**src/rtl/siren_pkg.sv**
```systemverilog
package siren_pkg;

  typedef enum logic {
    TONE_LOW  = 1'b0,
    TONE_HIGH = 1'b1
  } tone_e;

  // Nearest-integer half-period count for a tone at tone_hz from clk_hz.
  function automatic int unsigned half_count(input int unsigned clk_hz,
                                             input int unsigned tone_hz);
    return (clk_hz + tone_hz) / (2 * tone_hz);
  endfunction

endpackage

```
**src/rtl/siren_dwell_sched.sv**
```systemverilog
module siren_dwell_sched
  import siren_pkg::*;
#(
  parameter int unsigned DWELL_SECS = 2
) (
  input  logic  clk,
  input  logic  rst,
  input  logic  en,
  input  logic  sec_tick,
  output tone_e tone_req
);

  localparam int unsigned DW   = $clog2(DWELL_SECS + 1);
  localparam logic [DW-1:0] LAST = DW'(DWELL_SECS - 1);

  logic [DW-1:0] dcnt;

  always_ff @(posedge clk) begin
    if (rst || !en) begin
      dcnt     <= '0;
      tone_req <= TONE_LOW;
    end else if (sec_tick) begin
      if (dcnt == LAST) begin
        dcnt     <= '0;
        tone_req <= (tone_req == TONE_LOW) ? TONE_HIGH : TONE_LOW;
      end else begin
        dcnt <= dcnt + 1'b1;
      end
    end
  end

  AST_DWELL_RANGE: assert property (@(posedge clk) disable iff (rst)
    dcnt < DW'(DWELL_SECS));
  AST_REQ_HOLD: assert property (@(posedge clk) disable iff (rst)
    (en && !sec_tick) |=> $stable(tone_req));
  AST_REQ_IDLE_LOW: assert property (@(posedge clk) disable iff (rst)
    !en |=> (tone_req == TONE_LOW));

endmodule

```
**src/rtl/siren_half_period.sv**
```systemverilog
module siren_half_period
  import siren_pkg::*;
#(
  parameter int unsigned LOW_HALF  = 33750,
  parameter int unsigned HIGH_HALF = 19286
) (
  input  logic  clk,
  input  logic  rst,
  input  logic  en,
  input  tone_e tone_req,
  output logic  tone_out,
  output tone_e tone_active
);

  localparam int unsigned MAXH = (LOW_HALF > HIGH_HALF) ? LOW_HALF : HIGH_HALF;
  localparam int unsigned CW   = $clog2(MAXH + 1);
  localparam logic [CW-1:0] LOW_RL  = CW'(LOW_HALF - 1);
  localparam logic [CW-1:0] HIGH_RL = CW'(HIGH_HALF - 1);

  logic [CW-1:0] hcnt;

  function automatic logic [CW-1:0] reload_of(input tone_e t);
    return (t == TONE_HIGH) ? HIGH_RL : LOW_RL;
  endfunction

  always_ff @(posedge clk) begin
    if (rst || !en) begin
      hcnt        <= LOW_RL;
      tone_out    <= 1'b0;
      tone_active <= TONE_LOW;
    end else if (hcnt == '0) begin
      tone_out    <= ~tone_out;
      tone_active <= tone_req;
      hcnt        <= reload_of(tone_req);
    end else begin
      hcnt <= hcnt - 1'b1;
    end
  end

  AST_OFF_SILENT: assert property (@(posedge clk) disable iff (rst)
    !en |=> !tone_out);
  AST_CNT_BOUND: assert property (@(posedge clk) disable iff (rst)
    hcnt <= CW'(MAXH - 1));
  AST_NO_RUNT: assert property (@(posedge clk) disable iff (rst)
    (en && hcnt != '0) |=> ($stable(tone_out) && $stable(tone_active)));

endmodule

```
**src/rtl/siren_tone_gen.sv**
```systemverilog
module siren_tone_gen
  import siren_pkg::*;
#(
  parameter int unsigned CLK_HZ     = 27000000,
  parameter int unsigned LOW_HZ     = 400,
  parameter int unsigned HIGH_HZ    = 700,
  parameter int unsigned DWELL_SECS = 2
) (
  input  logic clk,
  input  logic rst,
  input  logic siren_on,
  input  logic sec_tick,
  output logic tone_out
);

  localparam int unsigned LOW_HALF  = half_count(CLK_HZ, LOW_HZ);
  localparam int unsigned HIGH_HALF = half_count(CLK_HZ, HIGH_HZ);

  tone_e tone_req;
  tone_e tone_active;

  siren_dwell_sched #(
    .DWELL_SECS(DWELL_SECS)
  ) sched_i (
    .clk      (clk),
    .rst      (rst),
    .en       (siren_on),
    .sec_tick (sec_tick),
    .tone_req (tone_req)
  );

  siren_half_period #(
    .LOW_HALF (LOW_HALF),
    .HIGH_HALF(HIGH_HALF)
  ) wave_i (
    .clk         (clk),
    .rst         (rst),
    .en          (siren_on),
    .tone_req    (tone_req),
    .tone_out    (tone_out),
    .tone_active (tone_active)
  );

  AST_START_LOW: assert property (@(posedge clk) disable iff (rst)
    $rose(siren_on) |-> (tone_active == TONE_LOW && tone_req == TONE_LOW));
  AST_RESET_QUIET: assert property (@(posedge clk)
    rst |=> !tone_out);

endmodule

```
**config.mk**
```make
export PLATFORM = sky130hd
export DESIGN_NAME = siren_tone_gen
export DESIGN_NICKNAME = d
export VERILOG_FILES = /design/src/rtl/siren_pkg.sv /design/src/rtl/siren_dwell_sched.sv /design/src/rtl/siren_half_period.sv /design/src/rtl/siren_tone_gen.sv
export SDC_FILE = /design/constraint.sdc
export NUM_CORES = 1
export LEC_CHECK = 0
export ABC_AREA = 1
export CAP_MARGIN = 20
export CORE_UTILIZATION = 50
export CTS_BUF_LIST = sky130_fd_sc_hd__clkbuf_2
export DETAILED_ROUTE_END_ITERATION = 7
export DONT_BUFFER_PORTS = 1
export PLACE_DENSITY = 0.79
export SYNTH_ARGS = -nofsm -noshare
export SYNTH_HDL_FRONTEND = slang
export SYNTH_SLANG_ARGS = --single-unit
export TNS_END_PERCENT = 100
```
**constraint.sdc**
```tcl
create_clock -name clk -period 1.3 [get_ports clk]
set_input_delay 0.195 -clock clk [delete_from_list [all_inputs] [get_ports clk]]
set_output_delay 0.195 -clock clk [all_outputs]
set_load 0.01 [all_outputs]
```
==> impl_metrics.env <==
export IMPL_outcome="finished, final reports clean"
export IMPL_syn_nets=145
export IMPL_drc=0
export IMPL_drt_wl_total_um=1890
export IMPL_dieHeight_um=47.1
export IMPL_yosys_warnings=0
export IMPL_cts_made_buffers=3
export IMPL_swShare_pct=23.6
export IMPL_crit_family="simple AND/OR/NAND/NOR gates"
export IMPL_dr_pass1_iters=4
export IMPL_layout_drive_gt1_share_pct=25.2
export IMPL_vdd_drop_max_uv=650
export IMPL_die_area_um2=2220
export IMPL_drt_iter0_drc=27
export IMPL_placed_area_um2=1080
export IMPL_power_leakage_nw=0.477
export IMPL_synth_async_reset_ratio_pct=0
export IMPL_dp_hpwl_um=1410
export IMPL_antenna_found_initial=0
export IMPL_cp_start_kind="register"
export IMPL_p_int_uw=711
export IMPL_clk_latency_ps=310
export IMPL_pwr_share_clk_pct=26.5
export IMPL_worstHoldPathType="in -> reg"
export IMPL_slew_headroom_pct=84.3
export IMPL_cts_tree="built"
export IMPL_synthesis_area_um2=1020
export IMPL_netlist_instances=140
export IMPL_die_x_um=47.1
export IMPL_critical_path_max_stage_delay_ps=360
export IMPL_place_ws_ps=-15.8
export IMPL_p_sw_uw=220
export IMPL_root_buffer="clkbuf_2"
export IMPL_vias=879
export IMPL_p_comb_share_pct=6.5
export IMPL_ant_nets=0
export IMPL_drv_cap=0
export IMPL_synthToLayoutAreaGrowth_pct=14.0
export IMPL_start_util_pct=55.8
export IMPL_htreeDepth=1
export IMPL_grt_max_degree=12
export IMPL_clkTransAtPathRegs_ps=170
export IMPL_grt_pass1_wl_um=2960
export IMPL_synth_seq_cells=20
export IMPL_path_class="reg -> reg"
export IMPL_grt_remaining_overflow=0
export IMPL_fmax_ghz=0.776
export IMPL_pwr_density_cell_nw_per_um2=803
export IMPL_regArea_um2=409
export IMPL_fin_crit_ps=1290
export IMPL_cp_required_ps=1540
export IMPL_cts_buffer_depth=2
export IMPL_synth_area_per_cell_um2=7.26
export IMPL_cp_arrival_ps=1530
export IMPL_track_usage_pct=19.5
export IMPL_n_fill_cell=161
export IMPL_io_pins=5
export IMPL_crit_slowest_cell="dfxtp_2"
export IMPL_post_route_util_pct=63.6
export IMPL_rsz0062_at_grt="yes"
export IMPL_finalHoldViolations=0
export IMPL_multi_input_area_um2=583
export IMPL_timing_final_crit_share_pct=99.1
export IMPL_rows=15
export IMPL_setup_viol=0
export IMPL_seq_power_share_pct=67.0
export IMPL_nets=157
export IMPL_port_buffers=0
export IMPL_viasPerCell=4.99
export IMPL_critPathBufInv=3
export IMPL_core_area_um2=1820
export IMPL_power_total_uw=931
export IMPL_cp_end_kind="register"
export IMPL_drt_wirelength_per_cell_um=10.8
export IMPL_skew_ps=4.98
export IMPL_crit_top_cell="nand2_1"
export IMPL_whs_ps=62.1
export IMPL_worstPathCellList="inv_2 > ha_4 > nand2_8 > nor2_4 > buf_4 > nand2_1 > nand2_1 > nand2_1 > nand2_2 > inv_2"
export IMPL_worst_slack_ps=11.8
export IMPL_worst_pin_slew_ps=235
export IMPL_synth_ff_type="dfxtp_1"
export IMPL_fin_area_um2=1160
export IMPL_diodes=0
export IMPL_place_gp_congestion=0.867
export IMPL_ys_types=23
export IMPL_report_final_slew_viol_count=0
export IMPL_ys_seq_area_share_pct=39.4
export IMPL_clock_sinks=20
export IMPL_grt_pass1_vias=751
export IMPL_synth_edf_count=0
export IMPL_path_max_fanout=6
export IMPL_hold_buffers=0
## per-stage QoR
| stage | cells | TNS [ps] |
|---|---|---|
| final | 176 | 0 |
| after global placement | 169 | 0 |
| after detailed placement | 169 | -30.1 |
| after floorplan | 140 | 0 |
| after CTS | 173 | 0 |
| after global routing | 176 | -155 |
## layer usage
metal	up-vias	global-route usage, %	part of all wire [%]
met5	-	0	0
met3	5	2.69	4.5
li1	456	-	-
met4	0	10.9	2.1
met2	26	33.9	48
met1	392	23.1	45
## path summary, 6_finish.rpt
kind	from	end	slack [ps]	cells after the start
max	wave_i.hcnt[1]	wave_i.hcnt[14]	10	10
min	sec_tick	sched_i.dcnt[0]	60	3
max reg2reg	wave_i.hcnt[1]	wave_i.hcnt[14]	10	10
min reg2reg	sched_i.dcnt[1]	sched_i.dcnt[1]	470	2
## registers in the layout, summed over array words and instances, names as in the netlist
register and flops:
wave_i.tone_out 1, sched_i.dcnt 2, wave_i.hcnt 16, sched_i.tone_req 1
## cell usage in the layout, fill, tap and decap left out, types with 5 or more instances in the layout
cell / Yosys / routed
nand2_1: 40 / 40
nor2_1: 21 / 19
dfxtp_1: 20 / 15
inv_1: 14 / 12
buf_4: 0 / 7
a21oi_1: 6 / 6
inv_2: 3 / 5
nor2_4: 4 / 5
nand3_1: 5 / 5
## cells by family (layout without fill, tap and decap cells)
family | count (synthesis) | in the layout | share of synthesized area [%]
and+or+nand+nor | 86 | 86 | 41.6
DFF | 20 | 20 | 39.4
buffers and inverters | 17 | 28 | 6.28
AOI/OAI and AO/OA | 11 | 11 | 7.14
xor gates and xnor gates | 5 | 5 | 4.31
adders and majority gates | 1 | 1 | 1.23
## Yosys cell counts, types with 2 or more instances
cell type | count | share of area, %
a21oi_1 | 6 | 3.0
dfxtp_1 | 20 | 39
inv_1 | 14 | 5.2
inv_2 | 3 | 1.1
nand2_1 | 40 | 15
nand2_2 | 2 | 1.2
nand2_4 | 2 | 2.2
nand3_1 | 5 | 2.5
nand3b_1 | 3 | 2.2
nor2_1 | 21 | 7.8
nor2_2 | 3 | 1.8
nor2_4 | 4 | 4.4
nor3_1 | 3 | 1.5
o21ai_0 | 2 | 0.99
xnor2_1 | 3 | 2.6
xor2_1 | 2 | 1.7
## worst reg2reg max path, delay by kind of cell, from the launching register on
family	cells	cell delay (ps)
adders and majority gates	1	170
buffers and inverters	3	220
DFF	1	360
and+or+nand+nor	6	450
## final cells by class
cell class | instances | area share [%]
multi-input combinational | 103 | 50.3
clock buffer | 3 | 1.30
sequential | 20 | 35.3
tap | 25 | 2.70
inverter | 17 | 5.51
timing repair buffer | 7 | 4.54
clock inverter | 1 | 0.324
## power by group through the flow
| stage | clock network [mW] | registers [mW] | logic (mW) |
|---|---|---|---|
| finish | 0.246 | 0.624 | 0.0606 |
| global route | 0.274 | 0.625 | 0.0655 |
| CTS | 0.252 | 0.625 | 0.0482 |
| detailed placement | 0 | 0.637 | 0.0473 |
| global placement | 0 | 0.636 | 0.0457 |
| floorplan | 0 | 0.636 | 0.0373 |
## repair_timing
item / in CTS / in global routing
endpoints found under the hold margin: 0 / 0
gates resized for setup: 2 / 12
setup endpoints to repair: 7 / 13
setup buffers: 0 / 3
pin swaps: 0 / 7
Power figures use the tool's default switching activity.
